## config.mk

```make
export PLATFORM = sky130hd
export DESIGN_NAME = ipr_bank
export DESIGN_NICKNAME = d
export VERILOG_FILES = /design/src/rtl/ipr_pkg.sv /design/src/rtl/ipr_decode.sv /design/src/rtl/ipr_slot.sv /design/src/rtl/ipr_strobe.sv /design/src/rtl/ipr_bank.sv
export SDC_FILE = /design/constraint.sdc
export NUM_CORES = 2
export LEC_CHECK = 0
export BUFFER_PORTS_ARGS = -buffer_cell sky130_fd_sc_hd__buf_2
export CORE_MARGIN = 2
export CORE_UTILIZATION = 46
export CTS_BUF_LIST = sky130_fd_sc_hd__clkbuf_8
export CTS_CLUSTER_SIZE = 20
export DETAILED_ROUTE_END_ITERATION = 10
export PLACE_DENSITY_LB_ADDON = 0.1
export RECOVER_POWER = 100
export SLEW_MARGIN = 10
export SYNTH_ARGS = -nofsm -noshare
export SYNTH_HDL_FRONTEND = slang
export SYNTH_HIERARCHICAL = 1
export SYNTH_SLANG_ARGS = --single-unit
```

## constraint.sdc

```tcl
create_clock -name clk_i -period 2.51 [get_ports clk_i]
set_clock_uncertainty 0.1 [all_clocks]
set_input_delay 0.3765 -clock clk_i [delete_from_list [all_inputs] [get_ports clk_i]]
set_output_delay 0.3765 -clock clk_i [all_outputs]
set_load 0.01 [all_outputs]
```

## src/rtl/ipr_pkg.sv

```systemverilog
package ipr_pkg;

  localparam int unsigned XLEN      = 64;
  localparam int unsigned IDX_W     = 6;
  localparam int unsigned N_IDX     = 1 << IDX_W;
  localparam int unsigned N_STROBE  = 4;
  localparam int unsigned STROBE_SW = $clog2(N_STROBE);

  // Index map. IDX_STROBE0 is a multiple of N_STROBE so that the low
  // index bits select the command directly.
  localparam int unsigned IDX_PAL_BASE  = 0;
  localparam int unsigned IDX_RESTART   = 1;
  localparam int unsigned IDX_MEM_CTL   = 18;
  localparam int unsigned IDX_FAULT_VA  = 23;
  localparam int unsigned IDX_STROBE0   = 28;
  localparam int unsigned IDX_SCRATCH0  = 32;
  localparam logic [XLEN-1:0] MEM_CTL_RST = 64'h6;

  typedef enum logic [2:0] {
    KIND_NONE,    // undefined: faults both ways
    KIND_STORE,   // stores data through mask
    KIND_CLEAR,   // any write zeroes it
    KIND_WONLY,   // stores through mask, read faults
    KIND_RONLY,   // write faults
    KIND_STROBE   // write pulses a command, read faults
  } slot_kind_e;

  typedef struct packed {
    slot_kind_e      kind;
    logic [XLEN-1:0] mask;
  } slot_attr_t;

  function automatic slot_attr_t attr_of(input int unsigned idx,
                                         input int unsigned nscr);
    slot_attr_t a;
    a.kind = KIND_STORE;
    a.mask = '1;
    case (idx)
      0, 18, 19:  a.mask = '1;
      1:          a.mask = ~64'h2;
      2, 3:       a.mask = 64'hf;
      4:          a.mask = 64'h1f;
      5:          a.mask = 64'h18;
      6:          begin a.kind = KIND_WONLY; a.mask = 64'h18; end
      7:          a.mask = 64'h7fff0;
      8:          a.mask = 64'hff_ffff_0300;
      9, 10:      a.mask = 64'hffff_ffff_c000_0000;
      11:         a.mask = 64'h1ffb;
      12, 13:     a.mask = 64'h3f;
      14:         a.mask = 64'h7f0;
      15:         a.mask = 64'hfe00_0000_0000_0000;
      16, 17:     a.kind = KIND_CLEAR;
      20, 21, 22, 23: a.kind = KIND_RONLY;
      24, 25, 26, 27: a.kind = KIND_WONLY;
      28, 29, 30, 31: a.kind = KIND_STROBE;
      default: begin
        if (idx >= IDX_SCRATCH0 && idx < IDX_SCRATCH0 + nscr) a.kind = KIND_STORE;
        else                                                  a.kind = KIND_NONE;
      end
    endcase
    return a;
  endfunction

  function automatic logic can_read(input slot_kind_e k);
    return (k == KIND_STORE) || (k == KIND_CLEAR) || (k == KIND_RONLY);
  endfunction

  function automatic logic can_write(input slot_kind_e k);
    return (k == KIND_STORE) || (k == KIND_CLEAR) ||
           (k == KIND_WONLY) || (k == KIND_STROBE);
  endfunction

  function automatic logic [XLEN-1:0] reset_of(input int unsigned idx,
                                               input logic [XLEN-1:0] pal_rst);
    if (idx == IDX_PAL_BASE) return pal_rst;
    if (idx == IDX_MEM_CTL)  return MEM_CTL_RST;
    return '0;
  endfunction

endpackage

```

## src/rtl/ipr_decode.sv

```systemverilog
module ipr_decode
  import ipr_pkg::*;
#(
  parameter int unsigned NUM_SCRATCH = 24
) (
  input  logic [IDX_W-1:0] rd_idx_i,
  input  logic [IDX_W-1:0] wr_idx_i,
  output logic             rd_ok_o,
  output logic             wr_ok_o,
  output logic             wr_strobe_o
);

  slot_attr_t rd_attr, wr_attr;

  always_comb begin
    rd_attr     = attr_of(int'(rd_idx_i), NUM_SCRATCH);
    wr_attr     = attr_of(int'(wr_idx_i), NUM_SCRATCH);
    rd_ok_o     = can_read(rd_attr.kind);
    wr_ok_o     = can_write(wr_attr.kind);
    wr_strobe_o = (wr_attr.kind == KIND_STROBE);
  end

endmodule

```

## src/rtl/ipr_slot.sv

```systemverilog
module ipr_slot
  import ipr_pkg::*;
#(
  parameter slot_kind_e      KIND = KIND_STORE,
  parameter logic [XLEN-1:0] MASK = '1,
  parameter logic [XLEN-1:0] RST  = '0
) (
  input  logic            clk_i,
  input  logic            rst_ni,
  input  logic            we_i,
  input  logic [XLEN-1:0] wdata_i,
  output logic [XLEN-1:0] q_o
);

  logic [XLEN-1:0] q_d, q_q;

  always_comb begin
    q_d = q_q;
    if (we_i) begin
      if (KIND == KIND_CLEAR) q_d = '0;
      else                    q_d = wdata_i & MASK;
    end
  end

  always_ff @(posedge clk_i or negedge rst_ni) begin
    if (!rst_ni)   q_q <= RST;
    else if (we_i) q_q <= q_d;
  end

  assign q_o = q_q;

  if (KIND == KIND_CLEAR) begin : g_clr_chk
    AST_CLEAR_ON_WRITE: assert property (@(posedge clk_i) disable iff (!rst_ni)
      we_i |=> (q_o == '0));
  end
  if (KIND == KIND_STORE && MASK != '1) begin : g_mask_chk
    AST_MASK_KEEP: assert property (@(posedge clk_i) disable iff (!rst_ni)
      (q_o & ~MASK) == '0);
  end

endmodule

```

## src/rtl/ipr_strobe.sv

```systemverilog
module ipr_strobe
  import ipr_pkg::*;
(
  input  logic                 clk_i,
  input  logic                 rst_ni,
  input  logic                 fire_i,
  input  logic [STROBE_SW-1:0] sel_i,
  output logic [N_STROBE-1:0]  cmd_o
);

  logic [N_STROBE-1:0] cmd_d, cmd_q;

  always_comb begin
    cmd_d = '0;
    for (int k = 0; k < int'(N_STROBE); k++) begin
      if (fire_i && (int'(sel_i) == k)) cmd_d[k] = 1'b1;
    end
  end

  always_ff @(posedge clk_i or negedge rst_ni) begin
    if (!rst_ni) cmd_q <= '0;
    else         cmd_q <= cmd_d;
  end

  assign cmd_o = cmd_q;

  AST_CMD_ONEHOT: assert property (@(posedge clk_i) disable iff (!rst_ni)
    $onehot0(cmd_o));

endmodule

```

## src/rtl/ipr_bank.sv

```systemverilog
module ipr_bank
  import ipr_pkg::*;
#(
  parameter int unsigned     NUM_SCRATCH  = 24,
  parameter logic [XLEN-1:0] PAL_BASE_RST = 64'h0000_0000_0001_4000
) (
  input  logic                clk_i,
  input  logic                rst_ni,
  input  logic                spec_i,
  input  logic                rd_en_i,
  input  logic [IDX_W-1:0]    rd_idx_i,
  output logic [XLEN-1:0]     rd_data_o,
  output logic                rd_fault_o,
  output logic                unlock_o,
  input  logic                wr_en_i,
  input  logic [IDX_W-1:0]    wr_idx_i,
  input  logic [XLEN-1:0]     wr_data_i,
  output logic                wr_fault_o,
  output logic [N_STROBE-1:0] tlb_cmd_o
);

  logic            rd_ok, wr_ok, wr_strobe, wr_go;
  logic [XLEN-1:0] q [N_IDX];

  ipr_decode #(.NUM_SCRATCH(NUM_SCRATCH)) dec_i (
    .rd_idx_i    (rd_idx_i),
    .wr_idx_i    (wr_idx_i),
    .rd_ok_o     (rd_ok),
    .wr_ok_o     (wr_ok),
    .wr_strobe_o (wr_strobe)
  );

  assign wr_go = wr_en_i & ~spec_i;

  for (genvar g = 0; g < int'(N_IDX); g++) begin : g_slot
    localparam slot_attr_t SA = attr_of(g, NUM_SCRATCH);
    if (SA.kind == KIND_NONE || SA.kind == KIND_RONLY || SA.kind == KIND_STROBE) begin : g_zero
      assign q[g] = '0;
    end else begin : g_reg
      logic we;
      assign we = wr_go && (wr_idx_i == IDX_W'(g));
      ipr_slot #(
        .KIND (SA.kind),
        .MASK (SA.mask),
        .RST  (reset_of(g, PAL_BASE_RST))
      ) slot_i (
        .clk_i   (clk_i),
        .rst_ni  (rst_ni),
        .we_i    (we),
        .wdata_i (wr_data_i),
        .q_o     (q[g])
      );
      AST_SPEC_HOLD: assert property (@(posedge clk_i) disable iff (!rst_ni)
        spec_i |=> $stable(q[g]));
    end
  end

  always_comb begin
    rd_fault_o = rd_en_i & ~rd_ok;
    rd_data_o  = (rd_en_i && rd_ok) ? q[rd_idx_i] : '0;
    unlock_o   = rd_en_i & ~spec_i & (rd_idx_i == IDX_W'(IDX_FAULT_VA));
    wr_fault_o = wr_go & ~wr_ok;
  end

  // The command base is aligned to N_STROBE, so the low index bits pick the command.
  ipr_strobe strobe_i (
    .clk_i  (clk_i),
    .rst_ni (rst_ni),
    .fire_i (wr_go & wr_strobe),
    .sel_i  (wr_idx_i[STROBE_SW-1:0]),
    .cmd_o  (tlb_cmd_o)
  );

  AST_FAULT_READ_ZERO: assert property (@(posedge clk_i) disable iff (!rst_ni)
    rd_fault_o |-> (rd_data_o == '0));
  AST_CMD_CAUSE: assert property (@(posedge clk_i) disable iff (!rst_ni)
    (|tlb_cmd_o) |-> $past(wr_en_i && !spec_i));
  AST_NO_SPEC_UNLOCK: assert property (@(posedge clk_i) disable iff (!rst_ni)
    $rose(spec_i) |-> !unlock_o);

endmodule

```

-- Word level (Yosys, flattened, before mapping)
Cells that the tools add are included.
- $lt $le $gt $ge: 5
- equality and inequality tests: 96
- multiplexer cells: 12
- bitwise gates (word level): 10
- reduce and logical (&&, ||, !) cells: 71
- operators by type and width (kind ; number):
    binary-select mux 64 bit (select 6 bit) ; 1
    == test 6 x 5 -> 1 bit (second input constant) ; 32
    2-to-1 mux 64 bit ; 3
    == test 6 bit (second input constant) ; 24
    == test 6 x 4 -> 1 bit (second input constant) ; 16
    logical AND 1 bit ; 53
    == test 6 x 3 -> 1 bit (second input constant) ; 8
    OR reduction 17 bit ; 2
    one-hot mux 3 bit (5 select lines) ; 2
    == test 6 x 2 -> 1 bit (second input constant) ; 4
    OR reduction 4 bit ; 4
    == test 6 x 1 -> 1 bit (second input constant) ; 2
    greater-or-equal comparator 6 bit (second input constant) ; 2
    logical NOT 6 bit ; 2
    < comparator 6 bit (second input constant) ; 2
    OR reduction 5 bit ; 2
    == test 3 x 2 -> 1 bit (second input constant) ; 3
    greater-or-equal comparator 7 bit (second input constant) ; 1
    inverter 6 -> 7 bit ; 1
    AND 1 bit ; 6
    == test 3 x 1 -> 1 bit (second input constant) ; 2
    == test 3 bit (second input constant) ; 2
    2-to-1 mux 1 bit ; 6
    logical OR 1 bit ; 5
    other kinds (5) ; 9
- register bits: 2215
- input bits: 81
- output and inout bits: 71

-- Depth between registers and ports, before layout
- word-level depth: 10
- depth in mapped cells: 9

-- Cells and area by module
Netlist, hierarchy kept.
- modules (own cells, without submodules) (module ; instances ; cells each ; area an instance (µm²)):
    ipr_slot (g_slot[19].g_reg.slot_i ...) ; 29 ; 135 ; 2678.8
    ipr_bank ; 1 ; 2574 ; 25602.1
    ipr_slot (g_slot[0].g_reg.slot_i ...) ; 2 ; 135 ; 2681.3
    ipr_slot (g_slot[10].g_reg.slot_i ...) ; 2 ; 103 ; 1646.6
    ipr_slot (g_slot[1].g_reg.slot_i) ; 1 ; 135 ; 2653.8
    ipr_slot (g_slot[14].g_reg.slot_i ...) ; 2 ; 73 ; 723.2
    ipr_slot (g_slot[12].g_reg.slot_i ...) ; 2 ; 72 ; 690.7
    ipr_slot (g_slot[8].g_reg.slot_i) ; 1 ; 94 ; 1358.8
    ipr_slot (g_slot[2].g_reg.slot_i ...) ; 2 ; 69 ; 599.3
    ipr_slot (g_slot[5].g_reg.slot_i ...) ; 2 ; 67 ; 541.8
    ipr_slot (g_slot[7].g_reg.slot_i) ; 1 ; 82 ; 984.7
    ipr_slot (g_slot[16].g_reg.slot_i ...) ; 2 ; 65 ; 484.2
    ipr_slot (g_slot[11].g_reg.slot_i) ; 1 ; 78 ; 878.3
    ipr_slot (g_slot[4].g_reg.slot_i) ; 1 ; 70 ; 628.1
    2 more rows ; n/a ; n/a ; n/a

-- Least setup slack after synthesis
OpenSTA, ideal clock, no wires.
- kind: input to output
- from: input rd_idx_i[0]
- to: output rd_data_o[57]
- arrival time: 1.874 ns
- required time: 2.034 ns
- slack: 0.160 ns
- stages: 7
- path buffers: 3
- path through: buf_4 > buf_4 > buf_2 > mux4_2 > o21ai_0 > nand3_1 > and3_1
- cells in the longest elaborated chain, start to end: 9
- elaborated cells on any way between the ends: 53
- ends and longest elaborated chain (element ; line ; RTL):
    from (decl) ; ipr_bank.sv:11 ; input logic [IDX_W-1:0] rd_idx_i,
    greater-or-equal comparator 6 bit or < comparator 6 bit (tied branches) ; ipr_pkg.sv:57 ; if (idx >= IDX_SCRATCH0 && idx < IDX_SCRATCH0 + nscr) a.kind = KIND_STORE;
    logical AND 1 bit ; ipr_pkg.sv:57 ;
    2-to-1 mux 1 bit ; ipr_pkg.sv:57 ;
    one-hot mux 3 bit (5 select lines) ; ipr_pkg.sv:38 ; case (idx)
    == test 3 x 1 -> 1 bit or == test 3 x 2 -> 1 bit (tied branches) ; ipr_pkg.sv:65 ; return (k == KIND_STORE) || (k == KIND_CLEAR) || (k == KIND_RONLY);
    logical OR 1 bit (2 in series) ; ipr_pkg.sv:65 ;
    logical AND 1 bit ; ipr_bank.sv:60 ; rd_data_o = (rd_en_i && rd_ok) ? q[rd_idx_i] : '0;
    2-to-1 mux 64 bit * ; ipr_bank.sv:60 ;
    to (decl) ; ipr_bank.sv:12 ; output logic [XLEN-1:0] rd_data_o,
Every way passes the cells marked *; elsewhere a longest branch is shown, timed or not. The select of a mux whose other input is x is not followed.

-- Final worst setup path
- from: register g_slot[37].g_reg.slot_i.q_q[51]
- to: output rd_data_o[51]
- cells in the longest elaborated chain, start to end: 4
- ends and longest elaborated chain (element ; line ; RTL):
    from (decl) ; ipr_slot.sv:15 ; logic [XLEN-1:0] q_d, q_q;
    from (signal assigned) ; ipr_slot.sv:27 ; else if (we_i) q_q <= q_d;
    binary-select mux 64 bit (select 6 bit) ; ipr_bank.sv:60 ;
    2-to-1 mux 64 bit (implied by the code) (2 in series) ; ipr_bank.sv:60 ;
    2-to-1 mux 64 bit ; ipr_bank.sv:60 ;
Every way passes these cells. The select of a mux whose other input is x is not followed.

==> qor.yml <==
setup_path:
  startpoint_type: "flip-flop"
  worstSetupPathType: "flip-flop to output port"
  cp-end-kind: "output port"
  cp_max_fo: 2
  cp.required_ns: 2.03
  critPathArrivalTime_ns: 2.91
sta:
  worst_slew_pin_slew_ns: 1.30
  hold_viol_final: 0
  hold_slack_ns: 0.380
  clock.fmax_ghz: 0.295
  finalMaxSlewViolations: 0
  rsz0062_at_grt: "yes"
  final.setup.worst_slack_ns: -0.874
  setup_viol: 1377
  period_share: 1.35
  period_needed_ns: 3.38
  slew_headroom: 0.136
cells_and_area:
  final_core_util: 0.507
  multi_input_area_um2: 57500
  nFillCells: 23600
  ff_latch_area_um2: 55400
  area_growth_pct: 9.89
  layout.cells.most_common: "dfrtp_1"
  nNetsFinal: 9173
  drive_above_1_share: 0.383
  final_cell_mix: "dfrtp_1, mux2_4, conb_1"
  stdcell_area_um2: 137000
yosys:
  syn_area_per_cell_um2: 15.3
  synth_cells: 8129
  synthesis.area_um2: 125000
  yosysWarnings: 6
placement:
  gp_congestion: 0.813
  hpwl_mm: 249
  placed_area_um2: 132000
  port_buffers: 151
status:
  violations: "negative setup slack"
  outcome: "complete, but fails checks"
routing:
  avgRoutedWirePerCell_um: 29.5
  dr.pass1.iters: 8
  first_iter_violations: 5001
  vias: 71500
  drc: 0
  via_per_inst: 5.51
  drtAntennaViolNets: 0
  routed_wl_mm: 382
flow_run:
  maxCapViolCount: 0
die:
  die_area_um2: 275000
  floorplan.initialDensity: 0.461
  ios: 152
  die_w_um: 525
  fp.coreArea_um2: 270000
  rows: 191
  dieHeight_um: 525
power:
  p_per_area_nw_per_um2: 636
  ir_worst_vdd_uv: 477
  power.total_w: 0.0872
  p_leak_nw: 66.7
grt:
  grt_usage: 0.277
  grt_pass1_vias: 77400
  overflow: 0
  grt_pass1_wl_mm: 567
  antenna_found_initial: 26
  grt_max_degree: 107
clocking:
  cts_made_buffers: 398
  htree_num_levels: 5
  cts_tree: "done"
  cts.sinks: 2215
  path_clk_slew_ns: 0.06
  clk_latency_ns: 1.04
  clockRootBuffer: "clkbuf_8"
  clockBufferDepth: 4
hold_path:
  hold_class: "flip-flop to flip-flop"
[through the flow]
stage	setup WS (ns)	cells	TNS, ns
3_5_place_dp	-1.01	12100	-43.02
3_3_place_gp	-1.06	12100	-43.71
6_report	-0.874	13000	-178.33
2_1_floorplan	0.160	8973	0
5_1_grt	-0.961	13000	-361.42
4_1_cts	-1.03	12900	-51.33
[path summary, 6_finish.rpt]
kind,start,endpoint,slack (ns),depth (start not counted)
max,g_slot[37].g_reg.slot_i/q_o[51],rd_data_o[51],-0.87,6
min,g_slot[54].g_reg.slot_i/q_o[35],g_slot[54].g_reg.slot_i/q_o[35],0.38,1
max reg2reg,g_slot[46].g_reg.slot_i/q_o[34],g_slot[46].g_reg.slot_i/q_o[34],1.39,3
min reg2reg,g_slot[54].g_reg.slot_i/q_o[35],g_slot[54].g_reg.slot_i/q_o[35],0.38,1
max in group asynchronous,rst_ni,g_slot[8].g_reg.slot_i/q_o[32],-0.36,6
min in group asynchronous,rst_ni,g_slot[34].g_reg.slot_i/q_o[47],1.28,4
[flip-flops by register name (all words and copies together), names as in the netlist]
| name | cells |
|---|---|
| strobe_i/cmd_o | 4 |
| g_slot.g_reg.slot_i/q_o | 2211 |
[worst max-delay path, stage by stage, from the launching register on]
cell and delay, ns:
dfrtp_1 0.38, mux4_2 0.49, o21ai_2 0.16, nand4_1 0.27, o311a_1 0.26, buf_12 0.17
buf_6 0.12
[power breakdown]
part / leakage (nW) / total [W] / internal (W) / switching [W]
registers: 30.1 / 0.0403 / 0.0387 / 0.00164
clock network: 4.65 / 0.0348 / 0.0187 / 0.0161
logic: 32.0 / 0.0121 / 0.00641 / 0.00568
[area by class of cell]
type	count	share of cell area
inverter	2	0.000164
timing repair buffer	1182	0.0841
clock buffer	515	0.0517
antenna	7	0.000128
multi-input combinational	5293	0.420
clock inverter	186	0.00721
sequential	2215	0.404
tap	3570	0.0326
[metal layers]
| layer | track usage | wire (um) |
|---|---|---|
| met1 | 0.389 | 172000 |
| met2 | 0.451 | 182000 |
| met3 | 0.0329 | 15000 |
| met4 | 0.0832 | 12900 |
| met5 | 0 | 72 |
[repair_timing]
item / 4_1_cts / 5_1_grt
gates resized for setup: 258 / 47
endpoints found under the setup margin: 65 / 65
hold buffers: 77 / 0
buffers inserted: 60 / 21
endpoints found under the hold margin: 4419 / 0
pin swaps: 116 / 64
Power figures use the tool's default switching activity.
